**src/rtl/adcq_pkg.sv**
```systemverilog
package adcq_pkg;

   typedef enum logic [2:0] {
      SQ_POR   = 3'd0,
      SQ_EXT   = 3'd1,
      SQ_CONV  = 3'd2,
      SQ_SLEEP = 3'd3,
      SQ_HI    = 3'd4,
      SQ_LO    = 3'd5
   } sq_state_t;

   // number of non-data bits that lead every frame: flag, filler, sign
   localparam int unsigned HDR_BITS = 3;

endpackage

```
**src/rtl/adcq_por_mode.sv**
```systemverilog
module adcq_por_mode #(
   parameter int unsigned POR_CYC = 100000
) (
   input  logic clk,
   input  logic rst_n,
   input  logic supply_ok,
   input  logic sck_pad_in,
   output logic por_done,
   output logic int_mode
);

   logic done_q;
   logic mode_q;
   logic fin;

   generate
      if (POR_CYC <= 1) begin : g_imm
         assign fin = supply_ok && !done_q;
      end else begin : g_cnt
         localparam int unsigned PW = $clog2(POR_CYC + 1);
         logic [PW-1:0] cnt_q;

         always_ff @(posedge clk or negedge rst_n) begin
            if (!rst_n) begin
               cnt_q <= '0;
            end else if (!supply_ok || done_q) begin
               cnt_q <= '0;
            end else begin
               cnt_q <= cnt_q + 1'b1;
            end
         end

         assign fin = supply_ok && !done_q && (cnt_q == PW'(POR_CYC - 1));
      end
   endgenerate

   always_ff @(posedge clk or negedge rst_n) begin
      if (!rst_n) begin
         done_q <= 1'b0;
         mode_q <= 1'b0;
      end else if (fin) begin
         done_q <= 1'b1;
         mode_q <= sck_pad_in;
      end
   end

   assign por_done = done_q;
   assign int_mode = mode_q;

endmodule

```
**src/rtl/adcq_conv_stub.sv**
```systemverilog
module adcq_conv_stub #(
   parameter int unsigned CONV_CYC = 2000,
   parameter int unsigned RES_W    = 16
) (
   input  logic             clk,
   input  logic             rst_n,
   input  logic             go,
   input  logic [RES_W-1:0] res_data,
   input  logic             res_sign,
   output logic             done,
   output logic [RES_W-1:0] res_q,
   output logic             sign_q
);

   localparam int unsigned CW = $clog2(CONV_CYC + 1);

   logic [CW-1:0] cnt_q;

   assign done = go && (cnt_q == CW'(CONV_CYC - 1));

   always_ff @(posedge clk or negedge rst_n) begin
      if (!rst_n) begin
         cnt_q <= '0;
      end else if (!go || done) begin
         cnt_q <= '0;
      end else begin
         cnt_q <= cnt_q + 1'b1;
      end
   end

   always_ff @(posedge clk or negedge rst_n) begin
      if (!rst_n) begin
         res_q  <= '0;
         sign_q <= 1'b0;
      end else if (done) begin
         res_q  <= res_data;
         sign_q <= res_sign;
      end
   end

endmodule

```
**src/rtl/adcq_frame_seq.sv**
```systemverilog
module adcq_frame_seq
   import adcq_pkg::*;
#(
   parameter int unsigned HALF_CYC = 4,
   parameter int unsigned RES_W    = 16,
   parameter int unsigned CMD_W    = 6
) (
   input  logic             clk,
   input  logic             rst_n,
   input  logic             por_done,
   input  logic             int_mode,
   input  logic             conv_done,
   input  logic [RES_W-1:0] res_q,
   input  logic             sign_q,
   input  logic             sdi,
   output logic             conv_go,
   output logic             sck_o,
   output logic             sck_oe,
   output logic             sdo,
   output logic [CMD_W-1:0] cmd_word,
   output logic             cmd_valid
);

   localparam int unsigned FRAME_LEN = RES_W + HDR_BITS;
   localparam int unsigned HW        = $clog2(HALF_CYC + 1);
   localparam int unsigned RW        = $clog2(FRAME_LEN + 1);
   localparam logic [HW-1:0] PH_LAST = HW'(HALF_CYC - 1);
   localparam logic [RW-1:0] RISE_END = RW'(FRAME_LEN);
   localparam logic [RW-1:0] CAP_END  = RW'(CMD_W);

   sq_state_t st_q, st_d;
   logic [HW-1:0]      ph_q, ph_d;
   logic [RW-1:0]      rise_q, rise_d;
   logic               sck_q, sck_d;
   logic               sdo_q, sdo_d;
   logic               oe_q, oe_d;
   logic [CMD_W-1:0]   cap_q, cap_d;
   logic [CMD_W-1:0]   cmd_q, cmd_d;
   logic               vld_q, vld_d;
   logic [FRAME_LEN-1:0] frame_w;
   logic               ph_end;

   // flag (0) and filler (0) lead the sign and the data word
   assign frame_w = {1'b0, 1'b0, sign_q, res_q};
   assign ph_end  = (ph_q == PH_LAST);

   function automatic logic pick_bit(input logic [FRAME_LEN-1:0] f,
                                     input logic [RW-1:0] done_rises);
      int unsigned pos;
      pos = FRAME_LEN - 1 - int'(done_rises);
      return f[pos];
   endfunction

   always_comb begin
      st_d   = st_q;
      ph_d   = ph_q;
      rise_d = rise_q;
      sck_d  = sck_q;
      sdo_d  = sdo_q;
      oe_d   = oe_q;
      cap_d  = cap_q;
      cmd_d  = cmd_q;
      vld_d  = 1'b0;
      unique case (st_q)
         SQ_POR: begin
            if (por_done) begin
               if (int_mode) begin
                  st_d  = SQ_CONV;
                  sck_d = 1'b1;
                  sdo_d = 1'b1;
                  oe_d  = 1'b1;
               end else begin
                  st_d = SQ_EXT;
               end
            end
         end
         SQ_EXT: begin
            st_d = SQ_EXT;
         end
         SQ_CONV: begin
            if (conv_done) begin
               st_d  = SQ_SLEEP;
               sck_d = 1'b0;
               sdo_d = 1'b0;
               ph_d  = '0;
            end
         end
         SQ_SLEEP: begin
            if (ph_end) begin
               st_d   = SQ_HI;
               sck_d  = 1'b1;
               rise_d = RW'(1);
               ph_d   = '0;
               cap_d  = {cap_q[CMD_W-2:0], sdi};
            end else begin
               ph_d = ph_q + 1'b1;
            end
         end
         SQ_HI: begin
            if (ph_end) begin
               ph_d = '0;
               if (rise_q == RISE_END) begin
                  st_d  = SQ_CONV;
                  sdo_d = 1'b1;
                  cmd_d = cap_q;
                  vld_d = 1'b1;
               end else begin
                  st_d  = SQ_LO;
                  sck_d = 1'b0;
                  sdo_d = pick_bit(frame_w, rise_q);
               end
            end else begin
               ph_d = ph_q + 1'b1;
            end
         end
         SQ_LO: begin
            if (ph_end) begin
               st_d   = SQ_HI;
               sck_d  = 1'b1;
               ph_d   = '0;
               rise_d = rise_q + 1'b1;
               if (rise_q < CAP_END) begin
                  cap_d = {cap_q[CMD_W-2:0], sdi};
               end
            end else begin
               ph_d = ph_q + 1'b1;
            end
         end
         default: begin
            st_d = SQ_POR;
         end
      endcase
   end

   always_ff @(posedge clk or negedge rst_n) begin
      if (!rst_n) begin
         st_q   <= SQ_POR;
         ph_q   <= '0;
         rise_q <= '0;
         sck_q  <= 1'b1;
         sdo_q  <= 1'b1;
         oe_q   <= 1'b0;
         cap_q  <= '0;
         cmd_q  <= '0;
         vld_q  <= 1'b0;
      end else begin
         st_q   <= st_d;
         ph_q   <= ph_d;
         rise_q <= rise_d;
         sck_q  <= sck_d;
         sdo_q  <= sdo_d;
         oe_q   <= oe_d;
         cap_q  <= cap_d;
         cmd_q  <= cmd_d;
         vld_q  <= vld_d;
      end
   end

   assign conv_go   = (st_q == SQ_CONV);
   assign sck_o     = sck_q;
   assign sck_oe    = oe_q;
   assign sdo       = sdo_q;
   assign cmd_word  = cmd_q;
   assign cmd_valid = vld_q;

endmodule

```
**src/rtl/adc_selfclk_port.sv**
```systemverilog
module adc_selfclk_port #(
   parameter int unsigned POR_CYC  = 100000,
   parameter int unsigned CONV_CYC = 2000,
   parameter int unsigned HALF_CYC = 4,
   parameter int unsigned RES_W    = 16,
   parameter int unsigned CMD_W    = 6
) (
   input  logic             clk,
   input  logic             rst_n,
   input  logic             supply_ok,
   input  logic             sck_pad_in,
   input  logic             sdi,
   input  logic [RES_W-1:0] res_data,
   input  logic             res_sign,
   output logic             sck_o,
   output logic             sck_oe,
   output logic             sdo,
   output logic             por_done,
   output logic             int_mode,
   output logic [CMD_W-1:0] cmd_word,
   output logic             cmd_valid
);

   localparam int unsigned FRAME_LEN = RES_W + adcq_pkg::HDR_BITS;

   generate
      if (HALF_CYC < 1) begin : g_bad_half
         $error("HALF_CYC must be at least 1");
      end
      if (CONV_CYC < 2) begin : g_bad_conv
         $error("CONV_CYC must be at least 2");
      end
      if (CMD_W < 2 || CMD_W > FRAME_LEN) begin : g_bad_cmd
         $error("CMD_W must lie between 2 and the frame length");
      end
      if (RES_W < 1) begin : g_bad_res
         $error("RES_W must be at least 1");
      end
   endgenerate

   logic             conv_go;
   logic             conv_done;
   logic [RES_W-1:0] res_q;
   logic             sign_q;

   adcq_por_mode #(
      .POR_CYC (POR_CYC)
   ) u_por (
      .clk        (clk),
      .rst_n      (rst_n),
      .supply_ok  (supply_ok),
      .sck_pad_in (sck_pad_in),
      .por_done   (por_done),
      .int_mode   (int_mode)
   );

   adcq_conv_stub #(
      .CONV_CYC (CONV_CYC),
      .RES_W    (RES_W)
   ) u_core (
      .clk      (clk),
      .rst_n    (rst_n),
      .go       (conv_go),
      .res_data (res_data),
      .res_sign (res_sign),
      .done     (conv_done),
      .res_q    (res_q),
      .sign_q   (sign_q)
   );

   adcq_frame_seq #(
      .HALF_CYC (HALF_CYC),
      .RES_W    (RES_W),
      .CMD_W    (CMD_W)
   ) u_seq (
      .clk       (clk),
      .rst_n     (rst_n),
      .por_done  (por_done),
      .int_mode  (int_mode),
      .conv_done (conv_done),
      .res_q     (res_q),
      .sign_q    (sign_q),
      .sdi       (sdi),
      .conv_go   (conv_go),
      .sck_o     (sck_o),
      .sck_oe    (sck_oe),
      .sdo       (sdo),
      .cmd_word  (cmd_word),
      .cmd_valid (cmd_valid)
   );

endmodule

```
**config.mk**
```make
export PLATFORM = sky130hd
export DESIGN_NAME = adc_selfclk_port
export DESIGN_NICKNAME = d
export VERILOG_FILES = /design/src/rtl/adcq_pkg.sv /design/src/rtl/adcq_por_mode.sv /design/src/rtl/adcq_conv_stub.sv /design/src/rtl/adcq_frame_seq.sv /design/src/rtl/adc_selfclk_port.sv
export SDC_FILE = /design/constraint.sdc
export NUM_CORES = 1
export LEC_CHECK = 0
export ABC_CLOCK_PERIOD_IN_PS = 3500
export BUFFER_PORTS_ARGS = -buffer_cell sky130_fd_sc_hd__buf_2
export CAP_MARGIN = 40
export CORE_UTILIZATION = 64
export CTS_BUF_LIST = sky130_fd_sc_hd__clkbuf_4 sky130_fd_sc_hd__clkbuf_8 sky130_fd_sc_hd__clkbuf_16
export DETAILED_ROUTE_END_ITERATION = 8
export PLACE_DENSITY_LB_ADDON = 0.1
export SYNTH_ARGS = -nofsm -noshare
export SYNTH_HDL_FRONTEND = slang
export SYNTH_HIERARCHICAL = 1
export SYNTH_SLANG_ARGS = --single-unit
export TNS_END_PERCENT = 1
```
**constraint.sdc**
```tcl
create_clock -name clk -period 3.5 [get_ports clk]
set_input_delay 0 -clock clk [delete_from_list [all_inputs] [get_ports clk]]
set_output_delay 0 -clock clk [all_outputs]
set_load 0.01 [all_outputs]
```
==> metrics.yaml <==
floorplanning:
  fp.dieArea_um2: 6430
  floorplan.rows: 28
  effective_utilization_at_floorplan_pct: 66.1
  die_width_um: 80.2
  floorplan.io_pins: 34
  chipHeight_um: 80.2
  core_area_um2: 5920
detailed_routing:
  postRouteWirelength_mm: 7.69
  dr.pass1.iters: 4
  viasPerCell: 5.92
  via_count: 2852
  ant_nets: 0
  routed_wire_length_per_instance_um: 16.0
  drc_errors: 0
  drt-initial-drc-count: 141
worst_setup_path:
  worst_r2r_endpoint: "u_seq/st_q[0]"
  crit_path_end_kind: "flop"
  critical_path_class: "reg -> reg"
  rr_worst_depth: 7
  ff2ff_setup_slack_ps: 980
  rr_startpoint: "u_seq/st_q[1]"
  arrival_ps: 2780
  timing.critical_path.from_type: "flop"
  crit_required_ps: 3760
  timing.critical_path.fanout_max: 21
placed_design:
  placed_cells: 446
  portBuffers: 33
  post-dp-hpwl_mm: 4.84
  place_area_um2: 4090
  routabilityCongestion: 0.852
timing:
  finalSetupViolCount: 0
  timing.final.crit_share_pct: 72.0
  finalHoldViolCount: 0
  worst_clock_skew_ps: 9.01
  fmaxAchievable_ghz: 0.397
  final.hold.worst_slack_ps: 113
  slew-limit-headroom_pct: 54.5
  unrepaired_setup_endpoints_after_global_routing: "no"
  timing.final.max_slew_violations: 0
  max_slew.worst_pin.slew_ps: 681
  minimum_clock_period_after_layout_ps: 2520
  finalSetupTns_ps: 0
yosys:
  synth-adder-area-share_pct: 1.28
  synth_top_family_by_area: "simple AND/OR/NAND/NOR gates"
  yosys_most_used_dff: "dfrtp_1"
  post_synth_mux_area_share_pct: 13.1
  synth.top_cells.by_area: "dfrtp_1 (46%), mux2_2 (5.8%), mux2_4 (4.2%), xnor2_1 (3.6%), nor2_1 (3.2%)"
  postSynthAreaPerCell_um2: 11.1
  post_synth_most_frequent_cells: "dfrtp_1 (72), nor2_1 (33), nand2_1 (23)"
  synth-compound-area-share_pct: 10.4
  yosysMostFrequentCell: "dfrtp_1"
  synth-xor-area-share_pct: 5.37
  synth_enable_flop_cells: 0
  yosysTopAreaCell: "dfrtp_1"
  ys_ff_latch: 74
  netlist_instances: 353
  ys.warnings.count: 6
  synth_top_cell_area_share_pct: 46.1
  synth-simple-area-share_pct: 19.0
  synth_async_sr_flop_share_pct: 100
  netlist_area_um2: 3910
  netlist-cell-type-count: 68
  synth_nets: 379
  sequential_share_of_the_synthesized_area_pct: 47.4
clocking:
  cts-buffers-inserted: 9
  cts_sinks: 74
  clock_path_buffers: 2
  clock_tree.htree_level_count: 3
  tritoncts: "built"
  root_buffer: "clkbuf_8"
  cts_repair_resize_count: 0
  clkSlewWorstSetupHoldPaths_ps: 80
  worst_skew_pair.late_latency_ps: 350
global_routing:
  globalRouteOverflowTotal: 0
  largest_net_degree_at_the_start_of_global_routing: 45
  grt_usage_pct: 27.2
  first_global_vias: 2754
  global_route_wire_length_before_repair_mm: 13.1
  antenna_found_initial: 0
outcome:
  outcome: "completed"
pwr:
  p_clk_share_pct: 41.9
  p_sw_share_pct: 22.6
  power.switching_mw: 0.372
  power-per-cell-area_nw_per_um2: 365
  ir_worst_vdd_uv: 343
  p_seq_share_pct: 53.3
  internal_power_mw: 1.27
  power.share.combinational_pct: 4.7
  static_power_due_to_leakage_nw: 1.99
finish:
  drive_above_1_share_pct: 25.3
  final_net_count: 428
  number_of_diodes_added_for_antenna_fixing: 0
  stdcell_count: 482
  multi_input_comb_area_um2: 1920
  area_of_all_sequential_standard_cells_um2: 1850
  area_growth_pct: 15.1
  final_util_pct: 76.0
  cell_area_after_layout_um2: 4500
  fillCellCount: 398
min_path:
  hold_path.class: "in -> async"
run:
  drv.max_cap_violation_count: 0
[cell usage in the layout (no fill, tap or decap), types with 3 or more instances in the layout]
cell	Yosys	routed
dfrtp_1	72	72
nor2_1	33	33
buf_2	2	32
nand2_1	23	23
o21ai_0	21	21
dlygate4sd3_1	0	20
mux2_2	20	20
nand3_1	16	16
xnor2_1	16	16
mux2_4	11	11
clkbuf_8	0	10
inv_1	9	9
xor2_1	8	8
nor3_1	7	7
and3_1	6	6
nand4_1	6	6
a21oi_1	6	6
nor4_2	5	5
a31oi_1	5	5
ha_1	4	4
nand2b_1	4	4
nand3b_1	3	3
a211oi_1	3	3
mux4_1	3	3
a22oi_1	3	3
o31a_1	3	3
[critical path, stage by stage, from the launching register on]
cell and delay [ps]:
dfrtp_1 700, nand2b_1 210, nor2_1 570, and3_1 380, nor2_1 60, o21ai_0 150, o311ai_0 170, a22oi_1 200
[stage by stage]
step	power (mW)	setup WS, ps
after floorplan	0.915	1650
after global placement	0.948	1170
after detailed placement	0.953	1090
after CTS	1.66	986
after global routing	1.70	637
final	1.64	981
[power groups by stage]
stage                     clock network (mW)  registers [mW]  logic [mW]
final                                  0.688           0.876      0.0779
after global routing                   0.740           0.877      0.0867
after CTS                              0.706           0.875      0.0772
after detailed placement                   0           0.892      0.0602
after global placement                     0           0.892      0.0561
after floorplan                            0           0.890      0.0253
[repair_timing]
item / in CTS / in global routing
buffers inserted: 0 / 0
hold buffers: 20 / 0
endpoints found under the hold margin: 91 / 0
[routing by layer]
metal	GRT usage (%)	wire, µm	up-vias
li1	-	-	1373
met1	35.3	3520	1394
met2	43.3	3730	70
met3	8.75	320	15
met4	8.75	126	0
met5	0	0	-
[area by class of cell]
type / instances / area share (%)
Sequential cell: 74 / 41.2
Tap cell: 75 / 2.09
Timing Repair Buffer: 54 / 8.62
Multi-Input combinational cell: 254 / 42.7
Clock buffer: 11 / 3.22
Inverter: 9 / 0.751
Clock inverter: 5 / 1.39
[worst max-delay path by stage]
stage                                   end  depth (start not counted)             from  slack (ps)
after floorplan           u_seq/cmd_word[0]                          6  u_seq/rise_q[0]        1650
after global placement    u_seq/cmd_word[4]                          5  u_seq/rise_q[0]        1170
after detailed placement      u_seq/ph_q[0]                          6    u_seq/st_q[1]        1090
after CTS                     u_seq/st_q[0]                          7    u_seq/st_q[1]         990
after global routing          u_seq/st_q[0]                          7    u_seq/st_q[1]         640
final                         u_seq/st_q[0]                          7    u_seq/st_q[1]         980
[cell families (layout without fill, tap and decap cells)]
kind of cell               count (synthesis)  count (layout)
muxes                                     37              37
adders and majority gates                  4               4
AOI/OAI and AO/OA                         61              61
and+or+nand+nor                          128             128
buffers and inverters                     25              79
xor gates and xnor gates                  24              24
DFF                                       74              74
[state kept, by name (all words and copies together) (netlist names)]
| signal | count |
|---|---|
| u_seq/cmd_valid | 1 |
| u_seq/sck_o | 1 |
| u_por/g_cnt.cnt_q | 17 |
| u_seq/rise_q | 5 |
| u_seq/cmd_word | 6 |
| u_seq/cap_q | 6 |
| u_seq/ph_q | 3 |
| u_seq/sdo | 1 |
| u_core/res_q | 16 |
| u_por/por_done | 1 |
| u_seq/st_q | 3 |
| u_core/sign_q | 1 |
| u_core/cnt_q | 11 |
| u_seq/sck_oe | 1 |
| u_por/int_mode | 1 |
No activity file was read; power rests on OpenSTA's default activity.
